--- src/rtl/addr_walk_pkg.sv ---
package addr_walk_pkg;

    localparam int unsigned LINES     = 64;
    localparam int unsigned PAGES     = 10;
    localparam int unsigned XW        = $clog2(LINES);
    localparam int unsigned PW        = $clog2(PAGES);
    localparam int unsigned LW        = $clog2(LINES + 1);
    localparam int unsigned FLAG_LINE = LINES;

    typedef enum logic {
        AX_LINE = 1'b0,
        AX_PAGE = 1'b1
    } axis_e;

    typedef struct packed {
        axis_e prim;
        logic  up;
        logic  flag;
    } walk_mode_t;

    localparam walk_mode_t MODE_RESET = '{prim: AX_PAGE, up: 1'b1, flag: 1'b0};

    function automatic axis_e effective_axis(input walk_mode_t m);
        return m.flag ? AX_PAGE : m.prim;
    endfunction

endpackage

--- src/rtl/wrap_step.sv ---
module wrap_step #(
    parameter int unsigned W    = 6,
    parameter int unsigned LAST = 63
) (
    input  logic [W-1:0] cur,
    input  logic         up,
    input  logic         go,
    output logic [W-1:0] nxt,
    output logic         at_edge
);
    localparam logic [W-1:0] LAST_V = W'(LAST);
    localparam logic [W-1:0] ONE_V  = W'(1);

    // Edge detection ignores go so a neighbour can use it without a loop.
    always_comb begin
        at_edge = up ? (cur == LAST_V) : (cur == '0);
        nxt     = cur;
        if (go) begin
            if (up) nxt = at_edge ? '0 : cur + ONE_V;
            else    nxt = at_edge ? LAST_V : cur - ONE_V;
        end
    end
endmodule

--- src/rtl/page_clamp.sv ---
module page_clamp #(
    parameter int unsigned W    = 4,
    parameter int unsigned LAST = 9
) (
    input  logic [W-1:0] raw,
    output logic [W-1:0] safe
);
    localparam logic [W-1:0] LAST_V = W'(LAST);

    always_comb safe = (raw > LAST_V) ? LAST_V : raw;
endmodule

--- src/rtl/walk_steer.sv ---
module walk_steer
    import addr_walk_pkg::*;
(
    input  logic       step,
    input  logic       any_ld,
    input  walk_mode_t mode,
    input  logic       x_edge,
    input  logic       pg_edge,
    output logic       x_go,
    output logic       pg_go
);
    axis_e eff;
    logic  step_ok;

    always_comb begin
        eff     = effective_axis(mode);
        step_ok = step && !any_ld;
        pg_go   = step_ok && ((eff == AX_PAGE) || (eff == AX_LINE && x_edge));
        x_go    = step_ok && ((eff == AX_LINE) ||
                              (eff == AX_PAGE && pg_edge && !mode.flag));
    end
endmodule

--- src/rtl/ram_addr_walker.sv ---
module ram_addr_walker
    import addr_walk_pkg::*;
#(
    parameter int unsigned N_LINES = LINES,
    parameter int unsigned N_PAGES = PAGES,
    localparam int unsigned XBITS  = $clog2(N_LINES),
    localparam int unsigned PBITS  = $clog2(N_PAGES),
    localparam int unsigned LBITS  = $clog2(N_LINES + 1)
) (
    input  logic             clk,
    input  logic             rst,
    input  logic             ld_x,
    input  logic [XBITS-1:0] ld_x_val,
    input  logic             ld_page,
    input  logic [PBITS-1:0] ld_page_val,
    input  logic             ld_flag,
    input  logic             mode_wr,
    input  logic             mode_pg_sel,
    input  logic             mode_up,
    input  logic             step,
    output logic [LBITS-1:0] line_addr,
    output logic [PBITS-1:0] page_addr,
    output logic             flag_sel
);
    localparam logic [LBITS-1:0] FLAG_IDX = LBITS'(N_LINES);

    logic [XBITS-1:0] x_q, x_nxt;
    logic [PBITS-1:0] pg_q, pg_nxt, pg_load;
    walk_mode_t       mode_q;
    logic             x_edge, pg_edge, x_go, pg_go, any_ld;

    assign any_ld = ld_x || ld_page || mode_wr;

    walk_steer u_steer (
        .step    (step),
        .any_ld  (any_ld),
        .mode    (mode_q),
        .x_edge  (x_edge),
        .pg_edge (pg_edge),
        .x_go    (x_go),
        .pg_go   (pg_go)
    );

    wrap_step #(.W(XBITS), .LAST(N_LINES - 1)) u_x_step (
        .cur     (x_q),
        .up      (mode_q.up),
        .go      (x_go),
        .nxt     (x_nxt),
        .at_edge (x_edge)
    );

    wrap_step #(.W(PBITS), .LAST(N_PAGES - 1)) u_pg_step (
        .cur     (pg_q),
        .up      (mode_q.up),
        .go      (pg_go),
        .nxt     (pg_nxt),
        .at_edge (pg_edge)
    );

    page_clamp #(.W(PBITS), .LAST(N_PAGES - 1)) u_clamp (
        .raw  (ld_page_val),
        .safe (pg_load)
    );

    always_ff @(posedge clk) begin
        if (rst) begin
            x_q    <= '0;
            pg_q   <= '0;
            mode_q <= MODE_RESET;
        end else begin
            if (ld_x) x_q <= ld_x_val;
            else      x_q <= x_nxt;
            if (ld_page) begin
                pg_q        <= pg_load;
                mode_q.flag <= ld_flag;
            end else begin
                pg_q <= pg_nxt;
            end
            if (mode_wr) begin
                mode_q.prim <= mode_pg_sel ? AX_PAGE : AX_LINE;
                mode_q.up   <= mode_up;
            end
        end
    end

    always_comb begin
        line_addr = mode_q.flag ? FLAG_IDX : LBITS'(x_q);
        page_addr = pg_q;
        flag_sel  = mode_q.flag;
    end
endmodule

--- config.mk ---
export PLATFORM = sky130hd
export DESIGN_NAME = ram_addr_walker
export DESIGN_NICKNAME = d
export VERILOG_FILES = /design/src/rtl/addr_walk_pkg.sv /design/src/rtl/wrap_step.sv /design/src/rtl/page_clamp.sv /design/src/rtl/walk_steer.sv /design/src/rtl/ram_addr_walker.sv
export SDC_FILE = /design/constraint.sdc
export NUM_CORES = 1
export LEC_CHECK = 0
export ABC_AREA = 1
export BUFFER_PORTS_ARGS = -buffer_cell sky130_fd_sc_hd__buf_4
export CAP_MARGIN = 40
export CORE_MARGIN = 2
export CORE_UTILIZATION = 48
export DETAILED_ROUTE_END_ITERATION = 7
export MAX_ROUTING_LAYER = met4
export PLACE_DENSITY = 0.76
export RECOVER_POWER = 100
export SETUP_SLACK_MARGIN = 0.2
export SLEW_MARGIN = 20
export SYNTH_ARGS = -nofsm -noshare
export SYNTH_HDL_FRONTEND = slang
export SYNTH_SLANG_ARGS = --single-unit
--- constraint.sdc ---
create_clock -name clk -period 1.56 [get_ports clk]
set_clock_uncertainty 0.1 [all_clocks]
set_input_delay 0.312 -clock clk [delete_from_list [all_inputs] [get_ports clk]]
set_output_delay 0.312 -clock clk [all_outputs]
set_load 0.03 [all_outputs]
-- Yosys cells after proc, flatten, opt, wreduce, memory -nomap -nowiden
Index checks and enable logic that the tools add are counted.
W data, S select, Z words.
- output and inout bits: 12
- input bits: 19
- register bits after elaboration: 13
- multiplexer cells: 16
- equality and inequality tests: 2
- magnitude comparators: 1
- bitwise operators: 1
- add/subtract/negate cells: 4
- reduce and logical (&&, ||, !) cells: 16
- operators by type and width (kind ; count):
    $mux W6 ; 5
    $mux W4 ; 6
    $mux W7 ; 1
    $add A6 B1 Y6 const B ; 1
    $eq A6 B6 Y1 const B ; 1
    $logic_and A1 B1 Y1 ; 6
    $logic_not A6 Y1 ; 1
    $sub A6 B1 Y6 const B ; 1
    $add A4 B1 Y4 const B ; 1
    $eq A4 B4 Y1 const B ; 1
    $gt A4 B4 Y1 const B ; 1
    $logic_not A4 Y1 ; 1
    $logic_or A1 B1 Y1 ; 4
    $mux W1 ; 4
    $reduce_bool A2 Y1 ; 2
    $sub A4 B1 Y4 const B ; 1
    $logic_not A1 Y1 ; 2
    $not A1 Y1 ; 1

-- Logic depth before layout (Yosys ltp)
Gate-level depths: netlist of the first run.
- depth after elaboration: 8
- gate-level depth with buffers: 11

-- Modules after synthesis
From an unflattened synthesis of the first run, not the netlist that was laid out.
- cell total of the unflattened synthesis: 225
- area, all modules: 1275.0 um^2
- modules (own cells, without submodules) (module ; area each (um^2) ; instances ; cells each ; sequential area each (um^2)):
    ram_addr_walker ; 585.6 ; 1 ; 94 ; 260.2
    wrap_step at u_x_step ; 381.6 ; 1 ; 68 ; 0.0
    wrap_step at u_pg_step ; 232.7 ; 1 ; 45 ; 0.0
    page_clamp ; 40.0 ; 1 ; 9 ; 0.0
    walk_steer ; 35.0 ; 1 ; 9 ; 0.0

-- Worst setup path after synthesis of the first run
Ideal clock, no wire load.
- path kind: register to register
- from: register pg_q[0] (netlist: page_addr[0])
- to: register x_q[2]
- buffers on the path: 0
- clock period less this slack: 1813 ps
- path slack: -253 ps
- data required time: 1340 ps
- data arrival time: 1594 ps
- stages on the path, launching flop included: 11
- cell sequence: dfxtp_1 -> inv_1 -> ha_1 -> nand3_2 -> nand2_2 -> nand2_4 -> nand2_4 -> nand2_2 -> nand2_2 -> o21ai_0 -> a21oi_1
- cells in the longest elaborated chain, start to end: 7
- ends and longest elaborated chain (item ; RTL line ; RTL):
    start, declared ; ram_addr_walker.sv:28 ; logic [PBITS-1:0] pg_q, pg_nxt, pg_load;
    start signal, assigned ; ram_addr_walker.sv:74 ; pg_q <= pg_load;
    start signal, assigned ; ram_addr_walker.sv:77 ; pg_q <= pg_nxt;
    $eq A4 B4 Y1 / $logic_not A4 Y1 (equally long branches) ; wrap_step.sv:16 ; at_edge = up ? (cur == LAST_V) : (cur == '0);
    $mux W1 * ; wrap_step.sv:16 ;
    $logic_and A1 B1 Y1 * (2 in a row) ; walk_steer.sv:20 ; (eff == AX_PAGE && pg_edge && !mode.flag));
    $logic_or A1 B1 Y1 * ; walk_steer.sv:19 ; x_go = step_ok && ((eff == AX_LINE) ||
    $logic_and A1 B1 Y1 * ; walk_steer.sv:19 ;
    $reduce_bool A2 Y1 (no line) * ; n/a ;
    end signal, assigned ; ram_addr_walker.sv:71 ; if (ld_x) x_q <= ld_x_val;
    end signal, assigned ; ram_addr_walker.sv:72 ; else x_q <= x_nxt;
    end, declared ; ram_addr_walker.sv:27 ; logic [XBITS-1:0] x_q, x_nxt;
Every way passes the cells marked *; elsewhere a longest branch is shown, timed or not.
A chain may end at the register's enable or synchronous reset.

-- Final worst setup path of the first run
- from: register x_q[0]
- to: register pg_q[1] (netlist: page_addr[1])
- cells in the longest elaborated chain, start to end: 6
- ends and longest elaborated chain (item ; RTL line ; RTL):
    $eq A6 B6 Y1 / $logic_not A6 Y1 (equally long branches) ; wrap_step.sv:16 ;
    $mux W1 * ; wrap_step.sv:16 ;
    $logic_and A1 B1 Y1 * ; walk_steer.sv:18 ; pg_go = step_ok && ((eff == AX_PAGE) || (eff == AX_LINE && x_edge));
    $logic_or A1 B1 Y1 * ; walk_steer.sv:18 ;
    $logic_and A1 B1 Y1 * ; walk_steer.sv:18 ;
    $reduce_bool A2 Y1 (no line) * ; n/a ;
Marks and branches as above.

==> run metrics, run 1 <==
slew of the pin with the lowest slew margin 0.2780 ns; flops & latches, synth 13; Yosys cell types 30; Mapped Nets 225; via count 1,529; area delta synth->final 58.50%; Post-DRT Antenna Nets 0; all-layer global routing usage 28.32%; Num CTS Buffers 3; clock sinks 13; dpl cell area 1615 um^2; DIE AREA 3031 um^2; commonest non-fill, non-tap cell in the layout nand2_1; Worst Path Required 1.67 ns; # nets final 278; initial antenna violation count 0; crit start category flip-flop; Hold Slack 0.1300 ns; critical path, cell by cell clkinv_4 > ha_4 > inv_2 > nor2_2 > nand3_2 > nand2_4 > o21ai_4 > nand2_4 > nand3_2 > nand2_1 > nor2_1; cell taking the most area after synthesis dfxtp_1; critical path arrival 1.64 ns; crit end category flip-flop; num ports 31; Tot Pwr 1.248 mW; share of cells above drive strength 1 50.79%; Area contributors post-synth dfxtp_1 (21%), nand2_1 (13%), nand3_1 (8.8%); sequential cell area fraction in the yosys report 20.80%; # H-tree levels 1; first-pass GRT wire length 6016 um; row cnt 18; status complete, no violations; HPWL after DPL 2851 um; Leak 0.9170 nW; Final setup viols 0; fmax 652.6 MHz; routed wire length 4126 um; effective utilization at floorplan 50.51%; vias in the first global route 1,328; largest net degree at the start of global routing 15; HP Start mode_wr; Max Buffers Root-to-Sink 2; design area 1983 um^2; wire length per cell 14.63 um; synthesized area 1251 um^2; PD cells 629.3 nW/um^2; Root Driver clkbuf_4; post-route minimum period 1.532 ns; CTS tree yes; Worst slew margin 81.44%; syn avg cell area 6.256 um^2; share of the synthesized area in the top cell type 20.80%; worst-path maximum fanout 7; die height 55.06 um; Worst-path clk slew 0.08 ns; port bufs 30; drt first pass iters 4; commonest non-fill, non-tap cells in the layout nand2_1 (42), buf_4 (39), nor2_1 (21); detailed router's first-iteration violation count 69; HP Class primary input to flip-flop; drt drc 0; Placer Congestion 0.9870; endpoints failing hold 0; Final Max Tran Viols 0; fillers 183; Crit Path Class flip-flop to flip-flop; RSZ-0062 raised after global routing true; chip width 55.06 um; largest stage delay on the critical path 0.39 ns; critical path launch point x_q[0]$_SDFFE_PP0P_; slowest stage cell, crit path dfxtp_4; Hold Buf Count CTS 0; Worst R2R Start x_q[0]$_SDFFE_PP0P_; diodes inserted 0; cells after synthesis 200; Synth Warn # 0; Core Footprint 2477 um^2; clock latency on the worst-skew pair 0.28 ns; number of max-cap violations 0; via/cell ratio 5.422; final period utilization 98.23%; Peak VDD IR 687.8 uV; total grt overflow 0
==> kinds of logic (layout without fill, tap and decap cells) <==
| family | Yosys count | in the layout | synth area share [%] |
|---|---|---|---|
| buf+inv | 27 | 79 | 10.30 |
| simple gates | 118 | 118 | 45.80 |
| xor+xnor | 3 | 3 | 2.100 |
| flops | 13 | 13 | 20.80 |
| fa+ha+maj | 6 | 6 | 6.000 |
| compound gates | 33 | 33 | 15.00 |
==> cell usage after synthesis <==
cell type and number:
nand4_1 4, ha_1 6, a21oi_1 14, nand3_2 4, nand3_1 22, o21bai_1 1, clkbuf_1 1, nor2_2 2
buf_6 2, inv_2 5, buf_2 1, dfxtp_1 13, nor2_1 29, xnor2_1 2, o22ai_1 1, buf_4 3
a31oi_1 1, clkinv_1 1, nor3_4 1, a21oi_4 1, xor2_1 1, nand2_4 4, o21ai_1 2, o21ai_0 11
inv_1 14, nand2_2 5, a21o_1 1, nand2_1 44, or2_2 3, o21ai_2 1
==> sequential cells by signal, summed over array words and instances (netlist names) <==
signal	flops
x_q	6
page_addr	4
mode_q	2
flag_sel	1
==> metal layers <==
metal / vias to the layer above / wire, um / GRT usage [%]
li1: 754 / - / -
met4: 0 / 74 / 11.79
met1: 703 / 1851 / 37.91
met5: - / 0 / -
met2: 63 / 1952 / 44.05
met3: 9 / 249 / 2.151
==> worst paths after layout <==
path	to	slack [ns]	cells after the start
max	page_addr[1]$_SDFFE_PP0P_	0.03	11
min	mode_q[1]$_SDFFE_PP1P_	0.13	2
max reg2reg	page_addr[1]$_SDFFE_PP0P_	0.03	11
min reg2reg	mode_q[2]$_SDFFE_PP1P_	0.43	2
==> area by class of cell <==
cell class              instances  area, um^2  area share [%]
repair buffers                 55       473.0           23.85
well taps                      30       37.54           1.893
clock buffers                   4       26.28           1.325
flip-flops and latches         13       296.5           14.95
inverters                      20       92.59           4.669
multi-input cells             160        1057           53.31
==> per-stage QoR <==
stage	utilization (%)	setup WS, ns	std cells	setup TNS (ns)
2_1_floorplan	-	0.09317	200	0
3_3_place_gp	65.20	0.02946	263	0
3_5_place_dp	65.20	0.003998	263	0
4_1_cts	72.17	0.06483	276	0
5_1_grt	80.05	-0.05600	282	-0.2659
6_report	80.05	0.02762	282	0
==> repair_timing <==
action / CTS / global route
setup endpoints to repair: 19 / 21
setup buffers: 9 / 6
resized for setup: 27 / 38
endpoints found under the hold margin: 0 / 0
pin swaps: 9 / 16
==> report_power, final <==
group | switching (mW) | internal [mW] | total [mW]
registers | 0.0607 | 0.358 | 0.419
clock network | 0.112 | 0.0994 | 0.212
logic | 0.337 | 0.281 | 0.617
total | 0.510 | 0.738 | 1.25
==> critical path: cells and delay by family (launching register included) <==
family / cells / cell delay, ns
adders and majority gates: 1 / 0.15
DFF: 1 / 0.39
AOI/OAI and AO/OA: 1 / 0.16
and+or+nand+nor: 7 / 0.53
buffers and inverters: 2 / 0.12
Power figures use the tool's default switching activity.
==> run 2: changes to the inputs <==
Settings changed: GPL_TIMING_DRIVEN set to 0, SYNTH_HIERARCHICAL set to 1.
==> run 2 against run 1 <==
  * The run now ends with negative setup slack left
  * Area after synthesis increased by 1.9%
  * Register-to-register slack got worse by 0.37 ns
  * Global-route usage decreased by 2.7 points
  * First-iteration DRC count increased by 91%
  * Critical path type unchanged
==> run metrics, run 2 <==
share of the synthesized area in the top cell type 20.41% (-0.39 points); Worst slew margin 84.66% (+3.2 points); drt first pass iters 4 (unchanged); PD cells 558.1 nW/um^2 (-11%); Max Buffers Root-to-Sink 2 (unchanged); Synth Warn # 6 (+6); HP Start mode_up; commonest non-fill, non-tap cell in the layout nand2_1; RSZ-0062 raised after global routing true; Leak 1.096 nW (+20%); Final Core Density 86.44% (+6.4 points); Yosys cell types 25 (-17%); clock sinks 13 (unchanged); largest stage delay on the critical path 0.43 ns (+0.04 ns); num ports 31 (unchanged); # nets final 321 (+15%); cell taking the most area after synthesis dfxtp_1; crit end category flip-flop; Crit Path Class flip-flop to flip-flop; Primary FF master, synth dfxtp_1; diodes inserted 0 (unchanged); Commonest cells post-synth nand2_1 (59), nor2_1 (47), inv_1 (33); top cell family by delay on the critical path simple AND/OR/NAND/NOR gates; flops & latches, synth 13 (unchanged); row cnt 18 (unchanged); vias in the first global route 1,418 (+6.8%); wire length per cell 14.06 um (-3.9%); status finished, violations left; Worst Path Required 1.65 ns (-0.02 ns); detailed router's first-iteration violation count 132 (+91%); CP bufs+invs 4 (+2); slowest stage cell, crit path dfxtp_4; max reg flops 6 (unchanged); # H-tree levels 1 (unchanged); worst-path maximum fanout 4 (-3); syn avg cell area 5.667 um^2 (-9.4%); Num CTS Buffers 3 (unchanged); setup ws final -0.3464 ns (-0.3740 ns); Placer Congestion 0.8135 (-18%); via count 1,684 (+10%); Worst-path clk slew 0.08 ns (about the same); Top reg by flops x_q; Worst R2R Start x_q[0]$_SDFF_PP0_; chip width 55.54 um (+0.88%); drt drc 0 (unchanged); share of cells above drive strength 1 51.19% (+0.39 points); largest net degree at the start of global routing 11 (-4); all-layer global routing usage 25.60% (-2.7 points); Post-DRT Antenna Nets 0 (unchanged); Peak VDD IR 641.3 uV (-6.8%); endpoints failing hold 0 (unchanged); commonest non-fill, non-tap cells in the layout nand2_1 (54), buf_4 (46), nor2_1 (36); sequential cell area fraction in the yosys report 20.41% (-0.39 points); HP Class primary input to flip-flop; synthesized area 1275 um^2 (+1.9%); first-pass GRT wire length 6258 um (+4.0%); CTS tree yes; routed wire length 4571 um (+11%); most frequent cell after synthesis nand2_1; critical path arrival 1.99 ns (+0.35 ns); Core Footprint 2500 um^2 (+0.91%); via/cell ratio 5.182 (-4.4%); Hold Buf Count CTS 0 (unchanged); Final Max Tran Viols 0 (unchanged); Fin Setup TNS -3.110 ns (-3.110 ns); critical path, cell by cell ha_4 > nand3_4 > nor2_4 > buf_4 > buf_6 > buf_4 > buf_4 > nor2_4 > nand3_1 > nand2_1 > nand2_1 > nand2_1 > nor2_1 > nor2_1; design area 2161 um^2 (+9.0%); critical path launch point x_q[0]$_SDFF_PP0_; Final setup viols 10 (+10); total grt overflow 0 (unchanged); Area contributors post-synth dfxtp_1 (20%), nand2_1 (17%), nor2_1 (14%); port bufs 30 (unchanged); dpl cell area 1648 um^2 (+2.0%); fmax 524.5 MHz (-20%); Async S/R FF share, synth 0% (unchanged); clock latency on the worst-skew pair 0.28 ns (about the same); fillers 152 (-17%); Mapped Nets 250 (+11%); EDFF count, synth 0 (unchanged); number of max-cap violations 0 (unchanged); die height 55.54 um (+0.88%); slew of the pin with the lowest slew margin 0.2301 ns (-0.04786 ns); final period utilization 122.2% (+24 points); Root Driver clkbuf_4; failing checks negative setup slack; crit start category flip-flop; HPWL after DPL 2224 um (-22%); area delta synth->final 69.48%; DIE AREA 3085 um^2 (+1.8%); initial antenna violation count 0 (unchanged); effective utilization at floorplan 51.00% (+0.50 points); cells after synthesis 225 (+13%); post-route minimum period 1.906 ns (+0.3740 ns)
[run 2: cells by family after synthesis]
logic type,after synthesis,synth area share [%]
flip-flops,13,20.41
AND/OR/NAND/NOR,138,47.11
adder cells (fa/ha/maj),6,5.888
buffers and inverters,48,16.78
AO/OA/AOI/OAI,17,7.753
XOR/XNOR,3,2.061
[run 2: cell type report]
type                       instances  area (um^2)  area share, %
timing repair buffer              66        578.1          26.75
tap                               30        37.54          1.737
inverter                          41        171.4          7.933
buffer                             7        63.81          2.953
sequential                        13        291.5          13.49
clock buffer                       4        26.28          1.216
multi-input combinational        164        992.2          45.92
[run 2: repair_timing]
action                                  4_1_cts  5_1_grt
pin swaps                                    26       20
setup buffers                                26       10
endpoints found under the setup margin       18       20
endpoints found under the hold margin         0        0
resized for setup                            39       33
[run 2: where the power goes]
part,switching (mW),internal (mW)
Sequential,0.0490,0.356
Combinational,0.316,0.269
Clock,0.117,0.0995
[run 2: final timing paths]
check	slack, ns	endpoint	cells past startpoint
max	-0.35	x_q[5]$_SDFF_PP0_	14
min	0.14	mode_q[1]$_SDFFE_PP1P_	3
max reg2reg	-0.35	x_q[5]$_SDFF_PP0_	14
min reg2reg	0.44	mode_q[2]$_SDFFE_PP1P_	2
[run 2: per-stage QoR]
stage	power, mW	hold WS (ns)	cells	setup WS [ns]
3_5_place_dp	0.8194	0.3827	285	-0.3987
4_1_cts	1.099	0.1421	315	-0.2364
2_1_floorplan	0.6957	0.3341	225	-0.2025
5_1_grt	1.267	0.1582	325	-0.4256
3_3_place_gp	0.8139	0.3777	285	-0.3780
6_report	1.206	0.1384	325	-0.3464
[run 2: worst reg2reg max path, delay by kind of cell, from the launching register on]
| family | cells | cell delay (ns) |
|---|---|---|
| buffers and inverters | 4 | 0.40 |
| adder cells (fa/ha/maj) | 1 | 0.18 |
| flip-flops | 1 | 0.43 |
| AND/OR/NAND/NOR | 9 | 0.71 |
[run 2: layer usage]
layer / track usage [%] / part of all wire, % / vias to the layer above
met5: - / 0 / -
met4: 9.408 / 3.9 / 0
met3: 1.639 / 6.4 / 24
met2: 40.14 / 48 / 89
met1: 34.67 / 42 / 754
li1: - / - / 817
